### src/rtl/ems_pkg.sv
package ems_pkg;

    typedef enum logic [2:0] {
        PH_IDLE = 3'd0,
        PH_ASET = 3'd1,
        PH_AHLD = 3'd2,
        PH_DSET = 3'd3,
        PH_TURN = 3'd4
    } phase_e;

    localparam int ASET_W = 4;
    localparam int AHLD_W = 4;
    localparam int DSET_W = 8;
    localparam int TURN_W = 4;

endpackage

### src/rtl/ems_phase_fsm.sv
module ems_phase_fsm
    import ems_pkg::*;
(
    input  logic              clk,
    input  logic              rst_n,
    input  logic              start,
    input  logic              start_write,
    input  logic              start_muxed,
    input  logic [ASET_W-1:0] aset_in,
    input  logic [AHLD_W-1:0] ahld_in,
    input  logic [DSET_W-1:0] dset_in,
    input  logic [TURN_W-1:0] turn_in,
    output phase_e            phase,
    output logic              is_write,
    output logic              is_muxed,
    output logic              last_dset,
    output logic              done
);

    localparam int CW = DSET_W;

    typedef struct packed {
        phase_e            ph;
        logic [CW-1:0]     cnt;
        logic              wr;
        logic              mux;
        logic [AHLD_W-1:0] hld;
        logic [DSET_W-1:0] dset;
        logic [TURN_W-1:0] turn;
        logic              done;
    } fsm_t;

    fsm_t s_q, s_d;

    function automatic logic [CW-1:0] load_cnt(
        input phase_e            p,
        input logic [ASET_W-1:0] a,
        input logic [AHLD_W-1:0] h,
        input logic [DSET_W-1:0] d,
        input logic [TURN_W-1:0] t
    );
        logic [CW-1:0] r;
        r = '0;
        case (p)
            PH_ASET: r = CW'(a) - CW'(1);
            PH_AHLD: r = (h == '0) ? '0 : CW'(h) - CW'(1);
            PH_DSET: r = CW'(d);
            PH_TURN: r = CW'(t) - CW'(1);
            default: r = '0;
        endcase
        return r;
    endfunction

    phase_e nph;
    logic   moving;

    always_comb begin
        s_d      = s_q;
        s_d.done = 1'b0;
        nph      = s_q.ph;
        moving   = 1'b0;
        case (s_q.ph)
            PH_IDLE: begin
                if (start) begin
                    moving = 1'b1;
                    if (aset_in != '0)     nph = PH_ASET;
                    else if (start_muxed)  nph = PH_AHLD;
                    else                   nph = PH_DSET;
                end
            end
            PH_ASET: begin
                if (s_q.cnt == '0) begin
                    moving = 1'b1;
                    nph    = s_q.mux ? PH_AHLD : PH_DSET;
                end
            end
            PH_AHLD: begin
                if (s_q.cnt == '0) begin
                    moving = 1'b1;
                    nph    = PH_DSET;
                end
            end
            PH_DSET: begin
                if (s_q.cnt == '0) begin
                    moving   = 1'b1;
                    s_d.done = 1'b1;
                    nph      = (s_q.turn != '0) ? PH_TURN : PH_IDLE;
                end
            end
            PH_TURN: begin
                if (s_q.cnt == '0) begin
                    moving = 1'b1;
                    nph    = PH_IDLE;
                end
            end
            default: begin
                moving = 1'b1;
                nph    = PH_IDLE;
            end
        endcase

        if (moving) begin
            s_d.ph = nph;
            if (s_q.ph == PH_IDLE) begin
                s_d.wr   = start_write;
                s_d.mux  = start_muxed;
                s_d.hld  = ahld_in;
                s_d.dset = dset_in;
                s_d.turn = turn_in;
                s_d.cnt  = load_cnt(nph, aset_in, ahld_in, dset_in, turn_in);
            end else begin
                s_d.cnt  = load_cnt(nph, aset_in, s_q.hld, s_q.dset, s_q.turn);
            end
        end else if (s_q.ph != PH_IDLE) begin
            s_d.cnt = s_q.cnt - CW'(1);
        end
    end

    always_ff @(posedge clk or negedge rst_n) begin
        if (!rst_n) begin
            s_q <= '{ph: PH_IDLE, default: '0};
        end else begin
            s_q <= s_d;
        end
    end

    assign phase     = s_q.ph;
    assign is_write  = s_q.wr;
    assign is_muxed  = s_q.mux;
    assign last_dset = (s_q.ph == PH_DSET) && (s_q.cnt == '0);
    assign done      = s_q.done;


    accept_busy_chk: assert property (@(posedge clk) disable iff (!rst_n)
        (start && s_q.ph == PH_IDLE) |=> (s_q.ph != PH_IDLE));


    turn_after_data_chk: assert property (@(posedge clk) disable iff (!rst_n)
        (s_q.ph == PH_TURN) |-> ($past(s_q.ph) == PH_DSET || $past(s_q.ph) == PH_TURN));


    hold_only_muxed_chk: assert property (@(posedge clk) disable iff (!rst_n)
        (s_q.ph == PH_AHLD) |-> s_q.mux);


    done_single_chk: assert property (@(posedge clk) disable iff (!rst_n)
        s_q.done |=> !s_q.done);

endmodule

### src/rtl/ems_pin_drive.sv
module ems_pin_drive
    import ems_pkg::*;
#(
    parameter int AW = 16,
    parameter int DW = 16
) (
    input  logic          clk,
    input  logic          rst_n,
    input  logic          accept,
    input  logic [AW-1:0] req_addr,
    input  logic [DW-1:0] req_wdata,
    input  phase_e        phase,
    input  logic          is_write,
    input  logic          is_muxed,
    input  logic          last_dset,
    input  logic [DW-1:0] ad_in,
    output logic [AW-1:0] addr,
    output logic [DW-1:0] ad_out,
    output logic          ad_oe,
    output logic [DW-1:0] rdata,
    output logic          cs_n,
    output logic          oe_n,
    output logic          we_n,
    output logic          adv_n
);

    typedef struct packed {
        logic [AW-1:0] addr;
        logic [DW-1:0] wdata;
        logic [DW-1:0] rdata;
    } pin_t;

    pin_t p_q, p_d;

    always_comb begin
        p_d = p_q;
        if (accept) begin
            p_d.addr  = req_addr;
            p_d.wdata = req_wdata;
        end
        if (last_dset && !is_write) begin
            p_d.rdata = ad_in;
        end
    end

    always_ff @(posedge clk or negedge rst_n) begin
        if (!rst_n) begin
            p_q <= '0;
        end else begin
            p_q <= p_d;
        end
    end

    logic in_addr_ph;
    logic in_data_ph;

    always_comb begin
        in_addr_ph = (phase == PH_ASET) || (phase == PH_AHLD);
        in_data_ph = (phase == PH_DSET);
        cs_n   = !(in_addr_ph || in_data_ph);
        adv_n  = !(phase == PH_ASET);
        oe_n   = !(in_data_ph && !is_write);
        we_n   = !(in_data_ph && is_write);
        ad_oe  = (in_addr_ph && is_muxed) || (in_data_ph && is_write);
        ad_out = '0;
        if (in_addr_ph && is_muxed) ad_out = DW'(p_q.addr);
        else if (in_data_ph && is_write) ad_out = p_q.wdata;
    end

    assign addr  = p_q.addr;
    assign rdata = p_q.rdata;


    oe_we_excl_chk: assert property (@(posedge clk) disable iff (!rst_n)
        !(!oe_n && !we_n));


    strobe_in_cs_chk: assert property (@(posedge clk) disable iff (!rst_n)
        (!oe_n || !we_n || !adv_n) |-> !cs_n);


    read_release_chk: assert property (@(posedge clk) disable iff (!rst_n)
        !oe_n |-> !ad_oe);

endmodule

### src/rtl/ext_mem_seq.sv
module ext_mem_seq
    import ems_pkg::*;
#(
    parameter int AW = 16,
    parameter int DW = 16
) (
    input  logic              clk,
    input  logic              rst_n,
    input  logic              req_valid,
    input  logic              req_write,
    input  logic              req_muxed,
    input  logic [AW-1:0]     req_addr,
    input  logic [DW-1:0]     req_wdata,
    input  logic [ASET_W-1:0] cfg_aset,
    input  logic [AHLD_W-1:0] cfg_ahld,
    input  logic [DSET_W-1:0] cfg_dset,
    input  logic [TURN_W-1:0] cfg_turn,
    output logic              busy,
    output logic              done,
    output logic [DW-1:0]     rdata,
    output logic [AW-1:0]     mem_addr,
    output logic [DW-1:0]     mem_ad_out,
    output logic              mem_ad_oe,
    input  logic [DW-1:0]     mem_ad_in,
    output logic              mem_cs_n,
    output logic              mem_oe_n,
    output logic              mem_we_n,
    output logic              mem_adv_n
);

    phase_e phase;
    logic   is_write, is_muxed, last_dset;
    logic   accept;

    assign accept = req_valid && (phase == PH_IDLE);
    assign busy   = (phase != PH_IDLE);

    ems_phase_fsm u_fsm (
        .clk         (clk),
        .rst_n       (rst_n),
        .start       (accept),
        .start_write (req_write),
        .start_muxed (req_muxed),
        .aset_in     (cfg_aset),
        .ahld_in     (cfg_ahld),
        .dset_in     (cfg_dset),
        .turn_in     (cfg_turn),
        .phase       (phase),
        .is_write    (is_write),
        .is_muxed    (is_muxed),
        .last_dset   (last_dset),
        .done        (done)
    );

    ems_pin_drive #(.AW(AW), .DW(DW)) u_pins (
        .clk       (clk),
        .rst_n     (rst_n),
        .accept    (accept),
        .req_addr  (req_addr),
        .req_wdata (req_wdata),
        .phase     (phase),
        .is_write  (is_write),
        .is_muxed  (is_muxed),
        .last_dset (last_dset),
        .ad_in     (mem_ad_in),
        .addr      (mem_addr),
        .ad_out    (mem_ad_out),
        .ad_oe     (mem_ad_oe),
        .rdata     (rdata),
        .cs_n      (mem_cs_n),
        .oe_n      (mem_oe_n),
        .we_n      (mem_we_n),
        .adv_n     (mem_adv_n)
    );


    adv_only_setup_chk: assert property (@(posedge clk) disable iff (!rst_n)
        !mem_adv_n |-> (busy && mem_oe_n && mem_we_n));

endmodule

### config.mk
export PLATFORM = sky130hd
export DESIGN_NAME = ext_mem_seq
export DESIGN_NICKNAME = d
export VERILOG_FILES = /design/src/rtl/ems_pkg.sv /design/src/rtl/ems_phase_fsm.sv /design/src/rtl/ems_pin_drive.sv /design/src/rtl/ext_mem_seq.sv
export SDC_FILE = /design/constraint.sdc
export NUM_CORES = 1
export LEC_CHECK = 0
export BUFFER_PORTS_ARGS = -buffer_cell sky130_fd_sc_hd__buf_2
export CAP_MARGIN = 20
export CELL_PAD_IN_SITES_DETAIL_PLACEMENT = 2
export CELL_PAD_IN_SITES_GLOBAL_PLACEMENT = 2
export CORE_UTILIZATION = 30
export CTS_CLUSTER_DIAMETER = 30
export CTS_CLUSTER_SIZE = 14
export DETAILED_ROUTE_END_ITERATION = 8
export PLACE_DENSITY_LB_ADDON = 0.2
export SYNTH_ARGS = -nofsm -noshare
export SYNTH_HDL_FRONTEND = slang
export SYNTH_SLANG_ARGS = --single-unit
### constraint.sdc
create_clock -name clk -period 2.6 [get_ports clk]
set_input_delay 0.26 -clock clk [delete_from_list [all_inputs] [get_ports clk]]
set_output_delay 0.26 -clock clk [all_outputs]
set_load 0.05 [all_outputs]
[Yosys cells after proc, flatten, opt, wreduce, memory -nomap -nowiden]
Index checks and enable logic that the tools add are counted.
Word-level totals
  logic and storage cells: 72
  flip-flop bits (word level): 78
Cells by class
  $add $sub $neg: 6
  muxes and demuxes: 23
  reductions and logical operators: 24
  equal/unequal tests: 8
Operators with widths (number)
  8-bit case mux with 4 select lines: 2
  8-bit two-way mux: 5
  16-bit two-way mux: 2
  4-bit by 1-bit subtractor with 5-bit output (second input constant): 5
  3-bit two-way mux: 7
  3-bit case mux with 5 select lines: 1
  3-bit by 2-bit equality test with 1-bit output (second input constant): 4
  4-bit logical NOT: 2
  8-bit logical NOT: 1
  4-bit nonzero test: 2
  8-bit by 1-bit subtractor with 8-bit output (second input constant): 1
  3-bit by 1-bit equality test with 1-bit output (second input constant): 2
  3-bit equality test (second input constant): 2
  1-bit logical AND: 6
  1-bit logical NOT: 5
  1-bit two-way mux: 5
  4-bit OR reduction: 1
  3-bit logical NOT: 1
  1-bit logical OR: 3
  3-bit nonzero test: 1
  1-bit case mux with 2 select lines: 1
  2-bit AND reduction: 1
  2-bit nonzero test: 1

[Longest topological paths before layout]
Gate-level depths: netlist (run 1).
  word-level depth: 8
  depth in mapped cells: 10
  gate-level depth less buffers: 9

[Modules after synthesis]
From an unflattened synthesis (run 1), not the netlist that was laid out.
Unflattened totals
  cell total of the unflattened synthesis: 376
  area total of the unflattened synthesis: 4359.2 um^2
Modules (own cells, without submodules)
  ems_pin_drive: times used 1, cells each 164, sequential area each 1201.2 um^2, area an instance 2289.7 um^2
  ems_phase_fsm: times used 1, cells each 210, sequential area each 750.7 um^2, area an instance 2054.5 um^2
  ext_mem_seq: times used 1, cells each 2, sequential area each 0.0 um^2, area an instance 15.0 um^2

[Least setup slack after synthesis (run 1)]
Ideal clock, no wire load.
  path kind: register to register
  from: reg u_fsm.s_q, in the netlist u_fsm.phase[0]
  to: reg u_fsm.s_q[21] (netlist bit)
  period minus slack after synthesis: 2.229 ns
  data required time: 2.421 ns
  setup time: 0.179 ns
  path buffers: 2
  path slack: 0.371 ns
  stages on the path, launching flop included: 10
  arrival: 2.050 ns
  path through: dfrtp_1 -> buf_2 -> nor3_2 -> inv_2 -> clkbuf_1 -> nor2_1 -> nor2_1 -> o21ai_0 -> a211oi_1 -> a311oi_1
Between the ends
  elaborated cells between the ends (all ways): 25
  classes of those cells: 8 x eq/ne; 12 x mux; 5 x reduce/logical
RTL lines
  start: declaration: line ems_phase_fsm.sv:33  | fsm_t s_q, s_d;
  start signal: assignment: line ems_phase_fsm.sv:121  | s_q <= '{ph: PH_IDLE, default: '0};
  start signal: assignment: line ems_phase_fsm.sv:123  | s_q <= s_d;
  3-bit nonzero test
  net busy: line ext_mem_seq.sv:18  | output logic busy,
  2-bit nonzero test (no line)
The timed path passes the listed nets, and every way through them passes these cells.
A chain may end at the register's enable or synchronous reset.

[Worst setup path after layout (run 1)]
  from: reg u_fsm.s_q[19] (netlist bit)
  to: reg u_fsm.s_q[20] (netlist bit)
Between the ends
  word-level cells in the longest chain between the ends: 7
  elaborated cells between the ends (all ways): 19
  classes of those cells: 1 x add/sub; 4 x eq/ne; 12 x mux; 2 x reduce/logical
Ends and longest elaborated chain
  8-bit logical NOT
  3-bit two-way mux, on equally long branches
  3-bit case mux with 5 select lines: line ems_phase_fsm.sv:62  | case (s_q.ph)
  3-bit equality test, or another cell as far along: line ems_phase_fsm.sv:44  | case (p)
  8-bit case mux with 4 select lines: line ems_phase_fsm.sv:44
  8-bit two-way mux: line ems_phase_fsm.sv:104  | if (s_q.ph == PH_IDLE) begin
  8-bit two-way mux: line ems_phase_fsm.sv:102  | if (moving) begin
Several ways; a longest one is shown, not always the timed one. The select of a mux whose other input is x is not followed.

==> impl_metrics.ini, run 1 <==
[logic_synthesis]
yosys-top-cells-area = dfrtp_1 47%, nand2_1 14%, buf_4 5.7%
syn_avg_cell_area_um2 = 9.15
synth_top_area_cell = dfrtp_1
synthMuxAreaShare = 0.0577
synth_top_family_by_area = simple AND/OR/NAND/NOR gates
syn-instance-count = 457
synth_fp_nets = 534
synth_fa_ha_area_frac = 0.0120
ys_warn_count = 0
synth_compound_area_frac = 0.132
yosys.area.top_type_share = 0.467
ys_seq_area_frac = 0.467
synth_seq_cells = 78
synthSimpleGateAreaFrac = 0.221
syn_area_mm2 = 0.00418
synthFlopType = dfrtp_1
synth_xor_area_frac = 0.0126
ys_types = 56
synth-async-reset-ratio = 1.00
synth_edf_count = 0

[sta]
slew_viol_final = 0
tightest_slew_ns = 0.574
fin_skew_ns = 0.00653
holdWs_ns = 0.107
finalSetupViolCount = 0
fin_crit_sh = 0.969
max_freq_ghz = 0.397
fin_ws_ns = 0.0806
slew_headroom = 0.617
finalCriticalPeriod_ns = 2.52
hold_violations = 0

[placed_design]
dpl.cell_count = 718
gp_congestion = 0.840
hpwl_um = 9190
numPortBuffers = 127
place_ws_ns = 0.0791

[worst_setup_path]
cp-endpoint = u_fsm.s_q[20]
reg2reg_to = u_fsm.s_q[20]
crit_type = reg -> reg
reg2reg_setup_slack_ns = 0.08
crit_family = simple AND/OR/NAND/NOR gates
slowest_delay_ns = 0.54
required_ns = 2.88
crit_start = u_fsm.s_q[19]
crit_path_start_kind = flop
reg2regPathDepth = 8
cp.depth = 8
path_cells = inv_1 -> ha_1 -> or4b_4 -> nor4_4 -> a211o_2 -> mux2_1 -> o22ai_1 -> o221a_1
worstPathBufferInverterCount = 1
worst_path_max_delay_cell = or4b_4
r2r-start = u_fsm.s_q[19]
worstPathArrival_ns = 2.80
crit_path_max_fanout = 5
worstSetupEndpointType = flop

[clocking]
clk_latency_ns = 0.34
clk_pin_slew_worst_paths_ns = 0.06
cts.sinks = 78
cts_tree = built
cts.htree.levels = 3
cts_buffers = 9
cts-root-buf = clkbuf_16
cts.path.max_buffers = 2

[status]
status = finished, final reports clean

[route]
vias_per_cell = 4.89
drc = 0
dr.pass1.iters = 4
routed_wl_um = 12900
final_antenna_net_count = 0
wire_per_inst_um = 17.4
vias = 3625
drt_iter0_drc = 83

[finish]
nNetsFinal = 638
syn2layout_area_growth_pct = 25.0
nFillCells = 1519
multi_input_area_mm2 = 0.00186
seq_area_mm2 = 0.00195
stdcell_count = 742
n_antenna_cell = 0
drive_above_1_share = 0.357

[floorplan]
rows = 42
io_pins = 128
die_w_um = 120
start_util = 0.312
die_h_um = 120
coreArea_mm2 = 0.0134
die_area_mm2 = 0.0144

[power]
ir_drop_mv = 0.747
p_leak_nw = 2.68
powerDensity_mw_per_mm2 = 1240

[hold_path]
min_path_type = in -> reg

[global_routing]
grt_overflow_total = 0
grt_use_total = 0.186
antenna_found_initial = 0
grt_pass1_wl_um = 20700
grt_start_max_net_pins = 79
grt_pass1_vias = 3976

[flow_run]
cap_violations = 0
==> Yosys cell counts (2+ instances only) <==
| master | instances |
|---|---|
| buf_4 | 32 |
| nor3_2 | 2 |
| buf_2 | 6 |
| nor3b_1 | 4 |
| o211ai_1 | 2 |
| o21ai_0 | 13 |
| a211oi_1 | 4 |
| o22ai_1 | 2 |
| nand3_1 | 2 |
| clkbuf_1 | 11 |
| and3_1 | 2 |
| or3_1 | 2 |
| a22o_1 | 16 |
| o31ai_1 | 5 |
| a21oi_1 | 12 |
| nor2_1 | 12 |
| mux2i_1 | 5 |
| mux2_2 | 16 |
| a311oi_1 | 2 |
| nand2_1 | 156 |
| or4b_4 | 2 |
| dfrtp_1 | 78 |
| o311ai_0 | 2 |
| ha_1 | 4 |
| xnor2_1 | 6 |
| or3b_2 | 2 |
| nor3_1 | 10 |
| a32oi_1 | 2 |
| or2_2 | 5 |
| buf_6 | 4 |
| inv_1 | 11 |
==> through the flow <==
step           area, um^2  setup TNS, ns  total power, W   util
3_3_place_gp         4780              0         0.00494  0.357
5_1_grt              5230        -0.0454         0.00689  0.390
2_1_floorplan        4180              0         0.00447      -
4_1_cts              5120              0         0.00656  0.382
3_5_place_dp         4780              0         0.00503  0.357
6_report             5230              0         0.00650  0.390
==> cell families after synthesis <==
logic type / Yosys count
DFF: 78
xor gates and xnor gates: 6
muxes: 22
buffers and inverters: 66
and+or+nand+nor: 208
AOI/OAI and AO/OA: 73
adders and majority gates: 4
==> power breakdown <==
part / switching [W] / internal, W
Clock: 0.000525 / 0.000943
Sequential: 0.000426 / 0.00170
Combinational: 0.00201 / 0.000903
Total: 0.00296 / 0.00355
==> worst min path at each step <==
stage / slack, ns / to / cells after the start / start
floorplan: -0.04 / u_fsm.done / 0 / rst_n
global placement: 0.45 / u_pins.addr[10] / 3 / req_addr[10]
detailed placement: 0.46 / u_pins.p_q[18] / 3 / req_wdata[2]
CTS: 0.09 / u_pins.p_q[18] / 3 / req_wdata[2]
global route: 0.11 / u_pins.p_q[16] / 3 / req_wdata[0]
finish: 0.11 / u_pins.addr[9] / 3 / req_addr[9]
==> placed cells by master (no fill, tap or decap), types with 2 or more instances in the layout <==
cell	n
nand2_1	156
buf_2	126
dfrtp_1	78
buf_4	17
a22o_1	16
mux2_2	16
o21ai_0	13
a21oi_1	12
inv_1	11
nor3_1	10
nor2_1	10
clkbuf_16	9
xnor2_1	6
or2_2	5
o31ai_1	5
mux2i_1	5
a211oi_1	4
ha_1	4
clkinv_4	3
nor3b_1	3
bufinv_16	3
or3b_2	2
and3_1	2
nor3_2	2
or4b_4	2
or3_1	2
a32oi_1	2
o22ai_1	2
o211ai_1	2
nand3_1	2
a211o_1	2
o311ai_0	2
a311oi_1	2
==> timing repair <==
action / in CTS / in global routing
hold buffers: 0 / 1
setup endpoints to repair: 0 / 6
gates resized for setup: 0 / 3
buffers inserted: 0 / 5
hold endpoints to repair: 0 / 9
==> tightest hold or removal path: cells and delay by family <==
kind	cells	cell delay [ns]
and+or+nand+nor	2	0.08
buffers and inverters	1	0.08
==> layer usage <==
layer  up-vias  GRT usage  part of all wire
met4         0     0.0578             0.017
met3        16     0.0452             0.045
met5         -          0                 0
met1      1787      0.226              0.43
li1       1726          -                 -
met2        96      0.321              0.51
==> sequential cells by signal, indices dropped and copies added, names as in the netlist <==
name            count
u_fsm.done          1
u_pins.addr        16
u_pins.rdata       16
u_fsm.is_muxed      1
u_fsm.is_write      1
u_fsm.phase         3
u_pins.p_q         16
u_fsm.s_q          24
==> area by class of cell <==
class	count	share of cell area
well taps	176	0.0421
clock buffers	9	0.0431
clock inverters	7	0.0232
inverters	13	0.0103
multi-input cells	314	0.356
repair buffers	145	0.152
flip-flops and latches	78	0.373
Power figures use the tool's default switching activity.
==> run 2: changes to the inputs <==
Settings changed: CELL_PAD_IN_SITES_DETAIL_PLACEMENT 2 to not set, CELL_PAD_IN_SITES_GLOBAL_PLACEMENT 2 to not set, CORE_UTILIZATION 30 to 37.
==> impl_metrics.ini, run 2 (synthesis results as in run 1) <==
[route]
dr.pass1.iters = 4
final_antenna_net_count = 0
vias = 3487
wire_per_inst_um = 15.0
vias_per_cell = 4.98
drt_iter0_drc = 138
drc = 0
routed_wl_um = 10500

[floorplan]
die_w_um = 108
die_area_mm2 = 0.0117
coreArea_mm2 = 0.0109
rows = 38
io_pins = 128
start_util = 0.382
die_h_um = 108

[placed_design]
hpwl_um = 7260
dpl_cell_area_mm2 = 0.00472
numPortBuffers = 127
gp_congestion = 0.864
dpl.cell_count = 680

[finish]
nNetsFinal = 632
regMostFlops = u_fsm.s_q
largest_register_ffs = 24
final_cell_mix = 156 x nand2_1, 126 x buf_2, 78 x dfrtp_1, 16 x a22o_1, 16 x mux2_2
drive_above_1_share = 0.354
final_common_cell = nand2_1
design_area_mm2 = 0.00506
syn2layout_area_growth_pct = 21.0
n_antenna_cell = 0
stdcell_count = 700

[sta]
max_freq_ghz = 0.399
fin_crit_sh = 0.965
finalSetupViolCount = 0
tightest_slew_ns = 0.556
slew_viol_final = 0
slew_headroom = 0.630
tns_ns = 0
rsz0062_at_grt = no
fin_skew_ns = 0.00726
hold_violations = 0
finalCriticalPeriod_ns = 2.51

[hold_path]
min_path_type = in -> reg
min-delay-start = req_wdata[5]

[clocking]
clk_latency_ns = 0.33
cts_tree = built
cts_buffers = 9
cts-root-buf = clkbuf_16
clk_pin_slew_worst_paths_ns = 0.06
cts.htree.levels = 3
cts.path.max_buffers = 2
cts.sinks = 78

[worst_setup_path]
crit_path_max_fanout = 6
r2r-start = u_fsm.s_q[19]
required_ns = 2.87
worstPathArrival_ns = 2.78
worst_path_max_delay_cell = or4b_4
reg2reg_setup_slack_ns = 0.09
path_cells = inv_1 -> ha_2 -> or4b_4 -> nor4_4 -> a211o_2 -> mux2_1 -> o22ai_1 -> o221a_1
crit_start = u_fsm.s_q[19]
crit_type = reg -> reg
worstSetupEndpointType = flop
crit_path_start_kind = flop
slowest_delay_ns = 0.52

[power]
p_leak_nw = 2.61
ir_drop_mv = 0.675
powerDensity_mw_per_mm2 = 1210

[global_routing]
grt_use_total = 0.182
gr-usage-met2 = 0.292
use_met3 = 0.0446
grt_busiest_layer = met2
met1_usage = 0.236
grt_pass1_vias = 3384
antenna_found_initial = 0
grt_start_max_net_pins = 49
grt_overflow_total = 0
grt_pass1_wl_um = 16400

[status]
status = finished, final reports clean

[flow_run]
cap_violations = 0
==> run 2: layout make-up <==
cell class	instances	area, um^2
clock buffers	10	239
well taps	140	175
multi-input cells	314	1870
inverters	13	53.8
flip-flops and latches	78	1950
fillers	1100	5870
clock inverters	6	45.0
repair buffers	139	731
==> run 2: where the power goes <==
group / total (W) / switching [W] / internal (W)
Sequential: 0.00210 / 0.000399 / 0.00170
Combinational: 0.00283 / 0.00195 / 0.000885
Clock: 0.00119 / 0.000509 / 0.000677
==> run 2: final timing paths <==
path,end,cells after the start
max,u_fsm.s_q[20],8
min in group asynchronous,u_pins.rdata[0],2
max reg2reg,u_fsm.s_q[20],8
min reg2reg,u_pins.p_q[21],2
min,u_pins.p_q[21],3
max in group asynchronous,u_pins.p_q[28],3
==> run 2: critical path: cells and delay by family (launching register included) <==
kind / cells / cell delay, ns
simple gates: 2 / 0.82
buf+inv: 1 / 0.08
compound gates: 3 / 0.60
flops: 1 / 0.41
mux: 1 / 0.33
fa+ha+maj: 1 / 0.21
==> run 2: through the flow <==
stage / total power, W / utilization / hold slack (ns) / worst slack (ns)
after detailed placement: 0.00492 / 0.431 / 0.290 / 0.0447
after CTS: 0.00613 / 0.458 / 0.101 / 0.0177
final: 0.00612 / 0.463 / 0.110 / 0.0916
after global routing: 0.00649 / 0.463 / 0.109 / 0.0168
after floorplan: 0.00447 / - / -0.0356 / 0.371
after global placement: 0.00488 / 0.431 / 0.287 / 0.190
==> run 2: repair_timing <==
action	4_1_cts	5_1_grt
setup endpoints to repair	0	8
setup buffers	0	2
hold buffers	1	0
resized for setup	0	5
endpoints found under the hold margin	38	0
==> run 2: per-layer routing <==
metal / wire length [um] / vias to the layer above
met2: 4840 / 124
met1: 4810 / 1637
met3: 698 / 9
met4: 119 / 0
li1: - / 1717
met5: 0 / -
==> run 3: changes to the inputs <==
Settings changed: CORE_UTILIZATION 37 to 52.
==> impl_metrics.ini, run 3 (synthesis results as in run 1) <==
[worst_setup_path]
crit_path_max_fanout = 5
reg2reg_to = u_fsm.s_q[20]
crit_family = simple AND/OR/NAND/NOR gates
reg2reg_setup_slack_ns = 0.09
worstSetupEndpointType = flop
cp-endpoint = u_fsm.s_q[20]
crit_path_start_kind = flop
reg2regPathDepth = 8
required_ns = 2.87
worst_path_max_delay_cell = or4b_4
crit_start = u_fsm.s_q[19]
slowest_delay_ns = 0.51
worstPathArrival_ns = 2.79
r2r-start = u_fsm.s_q[19]
crit_type = reg -> reg
worstPathBufferInverterCount = 1
path_cells = inv_1 -> ha_2 -> or4b_4 -> nor4_2 -> a211o_2 -> mux2_1 -> o22ai_1 -> o221a_1
cp.depth = 8

[global_routing]
grt_pass1_vias = 3378
antenna_found_initial = 0
grt_pass1_wl_um = 15900
grt_use_total = 0.241
grt_start_max_net_pins = 79
grt_overflow_total = 0

[floorplan]
die_w_um = 91.7
io_pins = 128
die_area_mm2 = 0.00840
die_h_um = 91.7
rows = 32
coreArea_mm2 = 0.00777
start_util = 0.538

[placed_design]
place_ws_ns = 0.0345
gp_congestion = 0.861
hpwl_um = 6710
dpl_cell_area_mm2 = 0.00469
numPortBuffers = 127

[power]
p_leak_nw = 2.58
p_total_w = 0.00592
ir_drop_mv = 0.750
powerDensity_mw_per_mm2 = 1200

[clocking]
clk_pin_slew_worst_paths_ns = 0.08
clk_latency_ns = 0.34
cts.htree.levels = 3
ctsHoldBuffers = 0
cts_tree = built
cts.path.max_buffers = 2
cts-root-buf = clkbuf_8
cts.sinks = 78
cts_buffers = 9

[sta]
tightest_slew_ns = 0.980
slew_headroom = 0.347
fin_ws_ns = 0.0871
max_freq_ghz = 0.398
finalCriticalPeriod_ns = 2.51
rsz0062_at_grt = no
hold_violations = 0
slew_viol_final = 0
fin_skew_ns = 0.00807
tns_ns = 0
fin_crit_sh = 0.967
finalSetupViolCount = 0

[route]
drc = 0
vias_per_cell = 5.32
dr.pass1.iters = 4
routed_wl_um = 9490
final_antenna_net_count = 0
vias = 3509
drt_iter0_drc = 152
wire_per_inst_um = 14.4

[finish]
n_antenna_cell = 0
design_area_mm2 = 0.00494
largest_register_ffs = 24
nNetsFinal = 631
drive_above_1_share = 0.357
syn2layout_area_growth_pct = 18.1
final_cell_mix = 156 x nand2_1, 126 x buf_2, 78 x dfrtp_1, 16 x a22o_1, 16 x mux2_2
final_common_cell = nand2_1
regMostFlops = u_fsm.s_q

[hold_path]
min_path_type = in -> async

[status]
status = finished, final reports clean

[flow_run]
cap_violations = 0
run 3: changes by cell type in the layout (fill, tap and decap cells not counted), sizes merged:
cell and delta:
dlygate4sd3 -1, clkbuf -1, clkinv +3, buf +1, clkinvlp -3, inv -2
a211o -1, bufinv +2
run 3: report_power, final:
part	total [W]	switching (W)	internal (W)	leakage [nW]
Clock	0.000979	0.000443	0.000535	0.109
Combinational	0.00286	0.00196	0.000897	1.51
Sequential	0.00208	0.000382	0.00170	0.966
run 3: worst register-to-register path, delay by kind of cell, from the launching register on:
kind / cells / cell delay (ns)
flip-flops: 1 / 0.41
adder cells (fa/ha/maj): 1 / 0.21
AND/OR/NAND/NOR: 2 / 0.75
buffers and inverters: 1 / 0.07
AO/OA/AOI/OAI: 3 / 0.66
multiplexers: 1 / 0.34
run 3: area by class of cell:
cell class / instances / area [um^2]
repair buffers: 139 / 741
clock buffers: 9 / 124
fillers: 680 / 2830
clock inverters: 6 / 87.6
inverters: 13 / 53.8
multi-input cells: 313 / 1850
flip-flops and latches: 78 / 1950
well taps: 102 / 128
run 3: what timing repair did:
| action | CTS | global route |
|---|---|---|
| pin swaps | 1 | 1 |
| buffers inserted | 2 | 0 |
| resized for setup | 0 | 5 |
| endpoints found under the setup margin | 1 | 7 |
run 3: metrics by stage:
| step | instances | util | hold slack, ns |
|---|---|---|---|
| after global placement | 643 | 0.604 | 0.448 |
| final | 660 | 0.636 | 0.0596 |
| after floorplan | 457 | - | -0.0356 |
| after detailed placement | 643 | 0.604 | 0.452 |
| after CTS | 660 | 0.633 | 0.0900 |
| after global routing | 660 | 0.636 | 0.102 |
run 3: metal layers:
layer / GRT usage / share of wire
met5: 0 / 0
met2: 0.392 / 0.48
met3: 0.0572 / 0.050
met4: 0.0913 / 0.017
met1: 0.311 / 0.45
run 3: worst min-delay path by stage:
stage,end,slack [ns],cells after the start
CTS,u_pins.addr[12],0.09,3
floorplan,u_fsm.done,-0.04,0
finish,u_fsm.is_muxed,0.06,1
global placement,u_pins.addr[12],0.45,3
detailed placement,u_pins.addr[9],0.45,3
global route,u_pins.p_q[21],0.10,3
